## config.mk

```make
export PLATFORM = sky130hd
export DESIGN_NAME = xbus_ctrl
export DESIGN_NICKNAME = d
export VERILOG_FILES = /design/src/rtl/xbc_pkg.sv /design/src/rtl/xbc_cfg_bank.sv /design/src/rtl/xbc_turn.sv /design/src/rtl/xbc_seq.sv /design/src/rtl/xbus_ctrl.sv
export SDC_FILE = /design/constraint.sdc
export NUM_CORES = 1
export LEC_CHECK = 0
export BUFFER_PORTS_ARGS = -buffer_cell sky130_fd_sc_hd__clkbuf_2
export CORE_UTILIZATION = 54
export DETAILED_ROUTE_END_ITERATION = 10
export PLACE_DENSITY = 0.82
export SLEW_MARGIN = 20
export SYNTH_ARGS = -nofsm -noshare
export SYNTH_HDL_FRONTEND = slang
export SYNTH_SLANG_ARGS = --single-unit
```

## constraint.sdc

```tcl
create_clock -name clk -period 4.6 [get_ports clk]
set_input_delay 0.46 -clock clk [delete_from_list [all_inputs] [get_ports clk]]
set_output_delay 0.46 -clock clk [all_outputs]
set_load 0.01 [all_outputs]
```

## src/rtl/xbc_pkg.sv

```systemverilog
package xbc_pkg;

  localparam int CFG_W = 40;
  localparam int CNT_W = 9;

  // Per chip-select timing word (bit positions listed in the brief)
  typedef struct packed {
    logic       alt;     // address-valid led timing
    logic       ahold;   // one extra address cycle after address valid
    logic [1:0] a2o;     // address valid to output enable gap
    logic [3:0] rhold;   // read hold before output enable
    logic [7:0] wdelta;  // first-access write latency
    logic [7:0] rdelta;  // first-access read latency
    logic [3:0] recov;   // turnaround recovery
    logic [3:0] whold;   // write hold
    logic [3:0] wwait;   // write strobe wait
    logic [3:0] rwait;   // read strobe wait
  } tcfg_t;

  typedef enum logic [2:0] {
    PH_IDLE = 3'd0,
    PH_REC  = 3'd1,
    PH_PRE  = 3'd2,
    PH_STRB = 3'd3,
    PH_HOLD = 3'd4,
    PH_NULL = 3'd5
  } phase_t;

  function automatic logic [CNT_W-1:0] strobe_len(tcfg_t t, logic wr, logic first);
    logic [CNT_W-1:0] base;
    logic [CNT_W-1:0] extra;
    base  = wr ? CNT_W'(t.wwait) : CNT_W'(t.rwait);
    extra = '0;
    if (first) extra = wr ? CNT_W'(t.wdelta) : CNT_W'(t.rdelta);
    return base + extra + CNT_W'(1);
  endfunction

  function automatic logic [CNT_W-1:0] hold_len(tcfg_t t);
    return CNT_W'(t.whold) + CNT_W'(1);
  endfunction

  function automatic logic [CNT_W-1:0] rec_len(tcfg_t t);
    return (t.recov == 4'd0) ? CNT_W'(1) : CNT_W'(t.recov);
  endfunction

  function automatic logic [CNT_W-1:0] pre_len(tcfg_t t, logic wr);
    logic [CNT_W-1:0] n;
    n = '0;
    if (t.alt) begin
      n = CNT_W'(1) + CNT_W'(t.ahold);
      if (!wr) n = n + CNT_W'(t.a2o) + CNT_W'(t.rhold);
    end
    return n;
  endfunction

endpackage

```

## src/rtl/xbc_cfg_bank.sv

```systemverilog
module xbc_cfg_bank
  import xbc_pkg::*;
#(
  parameter int NUM_CS = 6,
  parameter int CSW    = 3
) (
  input  logic           clk,
  input  logic           rst_n,
  input  logic           wr_en,
  input  logic [CSW-1:0] wr_sel,
  input  tcfg_t          wr_word,
  input  logic [CSW-1:0] rd_sel,
  output tcfg_t          rd_word
);

  tcfg_t             bank [NUM_CS];
  logic [NUM_CS-1:0] hit;

  genvar g;
  generate
    for (g = 0; g < NUM_CS; g++) begin : g_hit
      assign hit[g] = wr_en && (wr_sel == CSW'(g));
    end
  endgenerate

  always_ff @(posedge clk or negedge rst_n) begin
    if (!rst_n) begin
      for (int i = 0; i < NUM_CS; i++) bank[i] <= '0;
    end else begin
      for (int i = 0; i < NUM_CS; i++) begin
        if (hit[i]) bank[i] <= wr_word;
      end
    end
  end

  always_comb begin
    rd_word = '0;
    for (int i = 0; i < NUM_CS; i++) begin
      if (rd_sel == CSW'(i)) rd_word = bank[i];
    end
  end

endmodule

```

## src/rtl/xbc_turn.sv

```systemverilog
module xbc_turn #(
  parameter int CSW = 3
) (
  input  logic           clk,
  input  logic           rst_n,
  input  logic           log_en,
  input  logic [CSW-1:0] cs,
  input  logic           wr,
  output logic           need_rec,
  output logic           first
);

  logic           h_vld;
  logic           h_rd;
  logic [CSW-1:0] h_cs;

  assign first    = !h_vld || (h_cs != cs);
  assign need_rec = h_vld && h_rd && ((h_cs != cs) || wr);

  always_ff @(posedge clk or negedge rst_n) begin
    if (!rst_n) begin
      h_vld <= 1'b0;
      h_rd  <= 1'b0;
      h_cs  <= '0;
    end else if (log_en) begin
      h_vld <= 1'b1;
      h_rd  <= !wr;
      h_cs  <= cs;
    end
  end

endmodule

```

## src/rtl/xbc_seq.sv

```systemverilog
module xbc_seq
  import xbc_pkg::*;
#(
  parameter int NUM_CS = 6,
  parameter int CSW    = 3,
  parameter int AW     = 9,
  parameter int DW     = 16
) (
  input  logic              clk,
  input  logic              rst_n,
  input  logic              start,
  input  logic              cs_ok,
  input  logic              wr,
  input  logic [CSW-1:0]    cs,
  input  logic [AW-1:0]     addr,
  input  logic [DW-1:0]     wdata,
  input  tcfg_t             tcfg,
  input  logic              need_rec,
  input  logic              first,
  input  logic [DW-1:0]     ext_din,
  output logic              idle,
  output phase_t            phase,
  output logic              rsp_valid,
  output logic [DW-1:0]     rsp_rdata,
  output logic [AW-1:0]     ext_addr,
  output logic [DW-1:0]     ext_dout,
  output logic              ext_doe,
  output logic [NUM_CS-1:0] ext_cs_n,
  output logic              ext_oe_n,
  output logic              ext_we_n,
  output logic              ext_adv_n
);

  phase_t           st, st_d;
  logic [CNT_W-1:0] cnt, cnt_d;
  logic             cnt_last;

  logic             c_wr, c_first;
  logic [CSW-1:0]   c_cs;
  tcfg_t            c_cfg;

  // Values of the access being started or in flight
  logic             src_wr, src_first;
  logic [CSW-1:0]   src_cs;
  tcfg_t            src_cfg;
  logic [CNT_W-1:0] pre_n, strb_n, hold_n, rec_n;

  assign src_wr    = (st == PH_IDLE) ? wr    : c_wr;
  assign src_first = (st == PH_IDLE) ? first : c_first;
  assign src_cs    = (st == PH_IDLE) ? cs    : c_cs;
  assign src_cfg   = (st == PH_IDLE) ? tcfg  : c_cfg;

  assign pre_n  = pre_len(src_cfg, src_wr);
  assign strb_n = strobe_len(src_cfg, src_wr, src_first);
  assign hold_n = hold_len(src_cfg);
  assign rec_n  = rec_len(src_cfg);

  assign cnt_last = (cnt == '0);
  assign idle     = (st == PH_IDLE);
  assign phase    = st;

  always_comb begin
    st_d  = st;
    cnt_d = cnt;
    unique case (st)
      PH_IDLE: begin
        if (start) begin
          if (!cs_ok) begin
            st_d  = PH_NULL;
            cnt_d = '0;
          end else if (need_rec) begin
            st_d  = PH_REC;
            cnt_d = rec_n - CNT_W'(1);
          end else if (pre_n != '0) begin
            st_d  = PH_PRE;
            cnt_d = pre_n - CNT_W'(1);
          end else begin
            st_d  = PH_STRB;
            cnt_d = strb_n - CNT_W'(1);
          end
        end
      end
      PH_REC: begin
        if (!cnt_last) begin
          cnt_d = cnt - CNT_W'(1);
        end else if (pre_n != '0) begin
          st_d  = PH_PRE;
          cnt_d = pre_n - CNT_W'(1);
        end else begin
          st_d  = PH_STRB;
          cnt_d = strb_n - CNT_W'(1);
        end
      end
      PH_PRE: begin
        if (!cnt_last) begin
          cnt_d = cnt - CNT_W'(1);
        end else begin
          st_d  = PH_STRB;
          cnt_d = strb_n - CNT_W'(1);
        end
      end
      PH_STRB: begin
        if (!cnt_last) begin
          cnt_d = cnt - CNT_W'(1);
        end else if (c_wr) begin
          st_d  = PH_HOLD;
          cnt_d = hold_n - CNT_W'(1);
        end else begin
          st_d  = PH_IDLE;
        end
      end
      PH_HOLD: begin
        if (!cnt_last) cnt_d = cnt - CNT_W'(1);
        else           st_d  = PH_IDLE;
      end
      default: begin
        st_d  = PH_IDLE;
        cnt_d = '0;
      end
    endcase
  end

  // Next-cycle pin values, decoded from the next phase
  logic              act_d, oe_n_d, we_n_d, adv_n_d, doe_d;
  logic [NUM_CS-1:0] cs_n_d;

  assign act_d   = (st_d == PH_PRE) || (st_d == PH_STRB) || (st_d == PH_HOLD);
  assign oe_n_d  = !((st_d == PH_STRB) && !src_wr);
  assign we_n_d  = !((st_d == PH_STRB) && src_wr);
  assign adv_n_d = !((st_d == PH_PRE) && (st != PH_PRE));
  assign doe_d   = src_wr && ((st_d == PH_STRB) || (st_d == PH_HOLD));

  genvar g;
  generate
    for (g = 0; g < NUM_CS; g++) begin : g_csn
      assign cs_n_d[g] = !(act_d && (src_cs == CSW'(g)));
    end
  endgenerate

  always_ff @(posedge clk or negedge rst_n) begin
    if (!rst_n) begin
      st        <= PH_IDLE;
      cnt       <= '0;
      c_wr      <= 1'b0;
      c_first   <= 1'b0;
      c_cs      <= '0;
      c_cfg     <= '0;
      ext_addr  <= '0;
      ext_dout  <= '0;
      ext_doe   <= 1'b0;
      ext_cs_n  <= '1;
      ext_oe_n  <= 1'b1;
      ext_we_n  <= 1'b1;
      ext_adv_n <= 1'b1;
      rsp_valid <= 1'b0;
      rsp_rdata <= '0;
    end else begin
      st        <= st_d;
      cnt       <= cnt_d;
      ext_doe   <= doe_d;
      ext_cs_n  <= cs_n_d;
      ext_oe_n  <= oe_n_d;
      ext_we_n  <= we_n_d;
      ext_adv_n <= adv_n_d;
      if (start) begin
        c_wr     <= wr;
        c_first  <= first;
        c_cs     <= cs;
        c_cfg    <= tcfg;
        ext_addr <= addr;
        ext_dout <= wdata;
      end
      rsp_valid <= 1'b0;
      if (st == PH_STRB && cnt_last && !c_wr) begin
        rsp_valid <= 1'b1;
        rsp_rdata <= ext_din;
      end else if (st == PH_NULL && !c_wr) begin
        rsp_valid <= 1'b1;
        rsp_rdata <= '0;
      end
    end
  end

endmodule

```

## src/rtl/xbus_ctrl.sv

```systemverilog
module xbus_ctrl
  import xbc_pkg::*;
#(
  parameter int NUM_CS = 6,
  parameter int AW     = 9,
  parameter int DW     = 16,
  localparam int CSW   = $clog2(NUM_CS)
) (
  input  logic              clk,
  input  logic              rst_n,
  input  logic              cfg_wr,
  input  logic [CSW-1:0]    cfg_cs,
  input  logic [CFG_W-1:0]  cfg_word,
  input  logic              req_valid,
  output logic              req_ready,
  input  logic              req_wr,
  input  logic [CSW-1:0]    req_cs,
  input  logic [AW-1:0]     req_addr,
  input  logic [DW-1:0]     req_wdata,
  output logic              rsp_valid,
  output logic [DW-1:0]     rsp_rdata,
  output logic [AW-1:0]     ext_addr,
  output logic [DW-1:0]     ext_dout,
  output logic              ext_doe,
  input  logic [DW-1:0]     ext_din,
  output logic [NUM_CS-1:0] ext_cs_n,
  output logic              ext_oe_n,
  output logic              ext_we_n,
  output logic              ext_adv_n
);

  tcfg_t  sel_cfg;
  logic   accept;
  logic   cs_ok;
  logic   need_rec;
  logic   first_acc;
  logic   seq_idle;
  phase_t seq_phase;

  assign cs_ok     = (int'(req_cs) < NUM_CS);
  assign accept    = req_valid && seq_idle;
  assign req_ready = seq_idle;

  xbc_cfg_bank #(.NUM_CS(NUM_CS), .CSW(CSW)) u_bank (
    .clk     (clk),
    .rst_n   (rst_n),
    .wr_en   (cfg_wr),
    .wr_sel  (cfg_cs),
    .wr_word (tcfg_t'(cfg_word)),
    .rd_sel  (req_cs),
    .rd_word (sel_cfg)
  );

  xbc_turn #(.CSW(CSW)) u_turn (
    .clk      (clk),
    .rst_n    (rst_n),
    .log_en   (accept && cs_ok),
    .cs       (req_cs),
    .wr       (req_wr),
    .need_rec (need_rec),
    .first    (first_acc)
  );

  xbc_seq #(.NUM_CS(NUM_CS), .CSW(CSW), .AW(AW), .DW(DW)) u_seq (
    .clk       (clk),
    .rst_n     (rst_n),
    .start     (accept),
    .cs_ok     (cs_ok),
    .wr        (req_wr),
    .cs        (req_cs),
    .addr      (req_addr),
    .wdata     (req_wdata),
    .tcfg      (sel_cfg),
    .need_rec  (need_rec),
    .first     (first_acc),
    .ext_din   (ext_din),
    .idle      (seq_idle),
    .phase     (seq_phase),
    .rsp_valid (rsp_valid),
    .rsp_rdata (rsp_rdata),
    .ext_addr  (ext_addr),
    .ext_dout  (ext_dout),
    .ext_doe   (ext_doe),
    .ext_cs_n  (ext_cs_n),
    .ext_oe_n  (ext_oe_n),
    .ext_we_n  (ext_we_n),
    .ext_adv_n (ext_adv_n)
  );

endmodule

```

==> results of run 1 <==
==> final cells by class <==
type / instances / area (sq um) / area share, %
antenna: 3 / 7.51 / 0.0377
multi-input combinational: 1044 / 7940 / 39.9
timing repair buffer: 203 / 1230 / 6.16
sequential: 354 / 8870 / 44.5
clock inverter: 12 / 178 / 0.892
clock buffer: 57 / 1110 / 5.60
tap: 402 / 503 / 2.52
inverter: 22 / 82.6 / 0.415
==> routing by layer <==
metal  vias up  GRT usage (%)
met1      6449           36.9
met2       475           44.5
met5         -              0
met3       101           6.47
met4         0           9.63
li1       5808              -
==> path summary, 6_finish.rpt <==
kind	startpoint	to	depth (start not counted)
worst max-delay path	u_bank.bank[118]$_DFFE_PN0P_	u_seq.cnt[8]$_DFFE_PN0P_	16
worst min-delay path	req_wdata[14]	u_seq.ext_dout[14]$_DFFE_PN0P_	3
min in group asynchronous	rst_n	u_seq.rsp_valid$_DFF_PN0_	2
max in group asynchronous	rst_n	u_bank.bank[57]$_DFFE_PN0P_	3
worst max register to register	u_bank.bank[118]$_DFFE_PN0P_	u_seq.cnt[8]$_DFFE_PN0P_	16
worst min register to register	u_seq.c_cfg[29]$_DFFE_PN0P_	u_seq.c_cfg[29]$_DFFE_PN0P_	2
==> cells by family after synthesis <==
family / after synthesis / synth area share [%]
multiplexers: 316 / 20.8
AO/OA/AOI/OAI: 321 / 12.7
flip-flops: 354 / 51.1
adder cells (fa/ha/maj): 17 / 1.40
AND/OR/NAND/NOR: 371 / 9.70
XOR/XNOR: 19 / 0.959
buffers and inverters: 120 / 3.32
==> through the flow <==
stage	hold WS [ns]	util (%)	setup WS [ns]	cell area, sq um
6_report	0.122	63.1	0.459	19900
5_1_grt	0.120	63.1	0.172	19900
2_1_floorplan	0.164	-	0.00985	17400
3_3_place_gp	0.390	59.0	0.177	18600
4_1_cts	0.101	63.1	0.494	19900
3_5_place_dp	0.391	59.0	0.130	18600
==> state kept, by name, summed over array words and instances, names as in the netlist <==
signal           flops
u_bank.bank        240
u_seq.c_cfg         40
u_seq.c_cs           3
u_seq.c_first        1
u_seq.c_wr           1
u_seq.cnt            9
u_seq.ext_addr       9
u_seq.ext_adv_n      1
u_seq.ext_cs_n       6
u_seq.ext_doe        1
u_seq.ext_dout      16
u_seq.ext_oe_n       1
u_seq.ext_we_n       1
u_seq.phase          3
u_seq.rsp_rdata     16
u_seq.rsp_valid      1
u_turn.h_cs          3
u_turn.h_rd          1
u_turn.h_vld         1
==> repair_timing <==
item | 4_1_cts | 5_1_grt
hold buffers | 1 | 0
setup buffers | 0 | 0
endpoints found under the hold margin | 39 | 0
==> power by group through the flow <==
stage / combinational (W) / clock, W / sequential (W)
after floorplan: 0.00290 / 0 / 0.00453
after global placement: 0.00409 / 0 / 0.00453
after detailed placement: 0.00420 / 0 / 0.00458
after CTS: 0.00424 / 0.00322 / 0.00454
after global routing: 0.00469 / 0.00335 / 0.00465
final: 0.00426 / 0.00317 / 0.00455
==> worst max-delay path, cell delays in order (launching register included) <==
cell	delay (ns)
dfrtp_1	0.38
mux4_2	0.47
a22oi_1	0.22
o21ai_0	0.24
fa_1	0.57
ha_1	0.17
inv_1	0.06
fa_1	0.45
nor2b_1	0.17
o21ai_0	0.20
a31oi_1	0.12
o21a_1	0.20
ha_1	0.17
and3_1	0.14
a41oi_1	0.17
nor2_1	0.07
a211o_1	0.26
==> cells in the final DEF (no fill, tap or decap), types with 10 or more instances in the layout <==
cell type and n:
a222oi_1 17, nor2_1 54, mux2_2 261, nand2b_1 11, a22o_1 35, xnor2_1 10
clkbuf_16 40, clkbuf_1 12, o22ai_1 11, nand3_1 15, inv_1 20, o21ai_0 93
a21oi_1 51, buf_4 54, a22oi_1 10, mux2i_1 45, dfrtp_1 345, ha_1 13
a21o_1 11, nor2b_1 10, nand2_1 216, nor3_1 10, clkbuf_2 142, a211oi_1 10
==> flow_metrics.py, run 1 <==
metrics = {
    "global_routing": {
        "antenna_found_initial": 2,
        "grt_max_degree": 163,
        "grt_overflow": 0,
        "grt_pass1_vias": 13000,
        "grt_pass1_wl_mm": 71.5,
        "grt.total_usage_pct": 27.7,
    },
    "pwr": {
        "p_comb_share_pct": 35.6,
        "power_density_nw_per_um2": 601,
        "max-vdd-ir-drop_mv": 0.377,
        "power_frac_seq_pct": 38.0,
        "swShare_pct": 34.8,
        "power_w": 0.0120,
        "power_leakage_nw": 8.97,
        "p_int_w": 0.00782,
        "switchingPower_w": 0.00417,
        "p_clk_share_pct": 26.4,
    },
    "synthesis": {
        "syn-num-nets": 1627,
        "ys_seq_area_share_pct": 51.1,
        "synth.most_common_cell": "dfrtp_1",
        "yosysUniqueCellTypes": 87,
        "async_flop_share_pct": 100,
        "yosysTopAreaCellShare_pct": 49.8,
        "yosys-top-cells-count": "dfrtp_1, mux2_2, nand2_1, o21ai_0",
        "yosys_warnings": 0,
        "yosysTopAreaCell": "dfrtp_1",
        "synth_area_leaders": "dfrtp_1, mux2_2, nand2_1, o21ai_0, mux2i_1",
        "synth_edf_count": 0,
        "syn_area_sq_um": 17300,
        "synthFlopType": "dfrtp_1",
        "ys_ff_latch": 354,
        "syn-mean-instance-area_sq_um": 11.4,
        "synthCells": 1518,
    },
    "sta": {
        "hold_viol_final": 0,
        "setup_viol": 0,
        "timing.final.crit_period_ns": 4.14,
        "tightestPinTransition_ns": 0.920,
        "grt_setup_unrepaired": "no",
        "fmax_mhz": 242,
        "setup_tns_ns": 0,
        "slew_headroom_pct": 38.2,
        "fin_crit_sh_pct": 90.0,
        "finClkSkew_ns": 0.0258,
        "final_max_slew_viol_count": 0,
    },
    "finish": {
        "stdcell_count": 2097,
        "area_growth_pct": 14.8,
        "fin_nets": 1773,
        "drive_above_1_share_pct": 33.7,
        "nFillCells": 2445,
    },
    "worst_setup_path": {
        "end_kind": "flip-flop",
        "worst-path-max-fanout": 6,
        "worstSetupPathType": "flip-flop to flip-flop",
        "critPathLaunchType": "flip-flop",
        "cp.arrival_ns": 4.57,
        "required_ns": 5.03,
        "reg2reg_slack_ns": 0.46,
    },
    "job": {
        "maxCapViolCount": 0,
    },
    "clock_network": {
        "cts_tree": "yes",
        "postCtsResizedCells": 0,
        "root_buffer": "clkbuf_16",
        "cts.sinks": 354,
        "clk_path_buf_depth": 3,
        "tritoncts.num_buffers": 39,
        "clk_pin_slew_ns": 0.07,
        "h-tree-depth": 2,
        "clock_latency_ns": 0.54,
    },
    "route": {
        "drtPass1Iterations": 7,
        "dr.max_layer_used": "met4",
        "wl_met1_mm": 18.7,
        "wl_met2_mm": 21.2,
        "drt_iter0_drc": 1137,
        "vias": 12800,
        "wl_met3_mm": 3.42,
        "vias_per_cell": 6.12,
        "ant_nets": 0,
        "wl_per_cell_um": 21.3,
        "drc_errors": 0,
        "wl_mm": 44.7,
    },
    "floorplan": {
        "die_h_um": 181,
        "core_sq_um": 31600,
        "placementRows": 65,
        "ios": 145,
        "initial_core_util_pct": 55.0,
        "dieWidth_um": 181,
        "die_area_sq_um": 32800,
    },
    "place": {
        "port_buffers": 144,
        "dp_hpwl_mm": 29.7,
        "placed_cells": 2024,
        "gp_routability_congestion": 0.943,
    },
    "min_path": {
        "hold_path_class": "input port to flip-flop",
    },
    "outcome": {
        "outcome": "complete, no violations",
    },
}
Note: power is estimated with default switching activity, not from simulation.
==> inputs of run 2 (changes only) <==
--- a/config.mk
+++ b/config.mk
@@ -11,2 +11,3 @@
 export PLACE_DENSITY = 0.82
+export SETUP_SLACK_MARGIN = 0.5
 export SLEW_MARGIN = 20
--- a/constraint.sdc
+++ b/constraint.sdc
@@ -3,2 +3,2 @@
 set_output_delay 0.46 -clock clk [all_outputs]
-set_load 0.01 [all_outputs]
+set_load 0.02 [all_outputs]
==> run 2 against run 1 <==
  * First-iteration DRC count decreased by 2.5%
  * Sequential power hardly changed
  * Final cell count grew 0.19%
  * Core utilization increased by 0.25 points
  * Global-route usage is 0.48 points higher
  * Highest routed layer unchanged
==> flow_metrics.py, run 2 (synthesis results as in run 1) <==
metrics = {
    "route": {
        "wl_mm": 45.8,
        "vias": 13000,
        "drc_errors": 0,
        "drtPass1Iterations": 6,
        "wl_per_cell_um": 21.8,
        "ant_nets": 0,
        "vias_per_cell": 6.20,
        "drt_iter0_drc": 1109,
    },
    "finish": {
        "area_growth_pct": 15.3,
        "multi_input_area_sq_um": 7960,
        "fin_area_sq_um": 20000,
        "largest_reg_flops": 240,
        "fin_nets": 1776,
        "regMostFlops": "u_bank.bank",
        "final_cell_mix": "dfrtp_1, mux2_2, nand2_1",
        "register_area_sq_um": 8870,
        "reg.largest.list": "u_bank.bank (240), u_seq.c_cfg (40)",
        "drive_above_1_share_pct": 34.7,
        "nFillCells": 2376,
        "final_common_cell": "dfrtp_1",
    },
    "sta": {
        "setup_viol": 0,
        "setup_tns_ns": 0,
        "final_max_slew_viol_count": 0,
        "timing.final.crit_period_ns": 3.97,
        "slew_headroom_pct": 29.1,
        "finClkSkew_ns": 0.0150,
        "hold_viol_final": 0,
        "grt_setup_unrepaired": "no",
        "fin_crit_sh_pct": 86.3,
        "fmax_mhz": 252,
        "tightestPinTransition_ns": 1.06,
    },
    "pwr": {
        "p_clk_share_pct": 26.0,
        "swShare_pct": 36.0,
        "max-vdd-ir-drop_mv": 0.346,
        "power_density_nw_per_um2": 614,
        "p_comb_share_pct": 36.8,
        "power_leakage_nw": 9.02,
        "p_int_w": 0.00786,
        "switchingPower_w": 0.00442,
        "power_frac_seq_pct": 37.1,
    },
    "floorplan": {
        "dieWidth_um": 181,
        "ios": 145,
        "core_sq_um": 31600,
        "initial_core_util_pct": 55.0,
        "die_area_sq_um": 32800,
        "placementRows": 65,
        "die_h_um": 181,
    },
    "global_routing": {
        "grt_max_degree": 103,
        "grt_pass1_wl_mm": 73.0,
        "grt_pass1_vias": 13300,
        "grt_overflow": 0,
        "grt.total_usage_pct": 28.2,
        "antenna_found_initial": 2,
    },
    "clock_network": {
        "root_buffer": "clkbuf_16",
        "cts_tree": "yes",
        "h-tree-depth": 2,
        "cts.sinks": 354,
        "cts_setup_buffers": 0,
        "clock_latency_ns": 0.53,
        "clk_pin_slew_ns": 0.06,
        "clk_path_buf_depth": 3,
        "tritoncts.num_buffers": 38,
    },
    "place": {
        "dp_hpwl_mm": 30.3,
        "place_area_sq_um": 18700,
        "port_buffers": 144,
        "gp_routability_congestion": 0.988,
    },
    "outcome": {
        "outcome": "complete, no violations",
    },
    "min_path": {
        "hold_path_class": "input port to flip-flop",
    },
    "job": {
        "maxCapViolCount": 0,
    },
    "worst_setup_path": {
        "end_kind": "flip-flop",
        "worstSetupPathType": "flip-flop to flip-flop",
        "cp.arrival_ns": 4.38,
        "worst-path-max-fanout": 16,
        "required_ns": 5.01,
        "critPathLaunchType": "flip-flop",
    },
}
-- run 2: metrics by stage --
stage | total power [W] | setup slack (ns) | hold slack [ns] | util [%] | std cells
after global placement | 0.00885 | 0.278 | 0.447 | 59.1 | 2028
after CTS | 0.0122 | 0.569 | 0.109 | 63.3 | 2099
after floorplan | 0.00765 | 0.267 | 0.164 | - | 1518
after detailed placement | 0.00900 | 0.181 | 0.461 | 59.1 | 2028
after global routing | 0.0129 | 0.464 | 0.127 | 63.4 | 2101
final | 0.0123 | 0.630 | 0.119 | 63.4 | 2101
-- run 2: final cells by class --
| cell class | instances | area share [%] |
|---|---|---|
| Antenna cell | 2 | 0.0250 |
| Tap cell | 402 | 2.51 |
| Clock inverter | 18 | 1.08 |
| Inverter | 22 | 0.413 |
| Clock buffer | 52 | 5.52 |
| Sequential cell | 354 | 44.3 |
| Timing Repair Buffer | 207 | 6.28 |
| Multi-Input combinational cell | 1044 | 39.8 |
-- run 2: final timing paths --
path | from | endpoint | slack [ns] | cells past startpoint
hold reg to reg | u_seq.ext_dout[6]$_DFFE_PN0P_ | u_seq.ext_dout[6]$_DFFE_PN0P_ | 0.47 | 2
min in group asynchronous | rst_n | u_seq.rsp_rdata[10]$_DFFE_PN0P_ | 0.55 | 2
setup / recovery | u_seq.phase[0]$_DFF_PN0_ | u_seq.cnt[8]$_DFFE_PN0P_ | 0.63 | 16
setup reg to reg | u_seq.phase[0]$_DFF_PN0_ | u_seq.cnt[8]$_DFFE_PN0P_ | 0.63 | 16
max in group asynchronous | rst_n | u_bank.bank[186]$_DFFE_PN0P_ | 2.93 | 3
hold / removal | req_wdata[12] | u_seq.ext_dout[12]$_DFFE_PN0P_ | 0.12 | 3
-- run 2: per-layer routing --
layer  GRT usage (%)  part of all wire, %  wire length [um]  vias to the layer above
met5               0                    0                 0                        -
met4            10.5                  2.9              1350                        0
met3            5.28                  7.2              3280                      101
met2            45.2                   48             21800                      564
met1            38.1                   42             19300                     6567
li1                -                    -                 -                     5802
-- run 2: repair_timing --
item                                    CTS  global route
resized for setup                         1             2
endpoints found under the hold margin     8             0
hold buffers                              1             0
pin swaps                                 0             1
endpoints found under the setup margin    1             1
cloned                                    0             0
-- run 2: critical path, stage by stage (launching register included) --
cell	delay, ns
dfrtp_1	0.38
or3_4	0.52
inv_2	0.23
nand2_1	0.29
and2_1	0.36
nand2_1	0.13
a31oi_1	0.09
ha_1	0.24
fa_1	0.41
a21o_1	0.18
a21oi_1	0.15
buf_4	0.15
or4_1	0.11
nor2_1	0.06
a41oi_1	0.25
nor2_1	0.06
a211o_1	0.22
-- run 2: power by group through the flow --
stage	Clock, W	Sequential (W)	Combinational, W
2_1_floorplan	0	0.00468	0.00297
5_1_grt	0.00338	0.00466	0.00490
6_report	0.00320	0.00456	0.00452
3_3_place_gp	0	0.00453	0.00432
4_1_cts	0.00324	0.00454	0.00446
3_5_place_dp	0	0.00458	0.00441
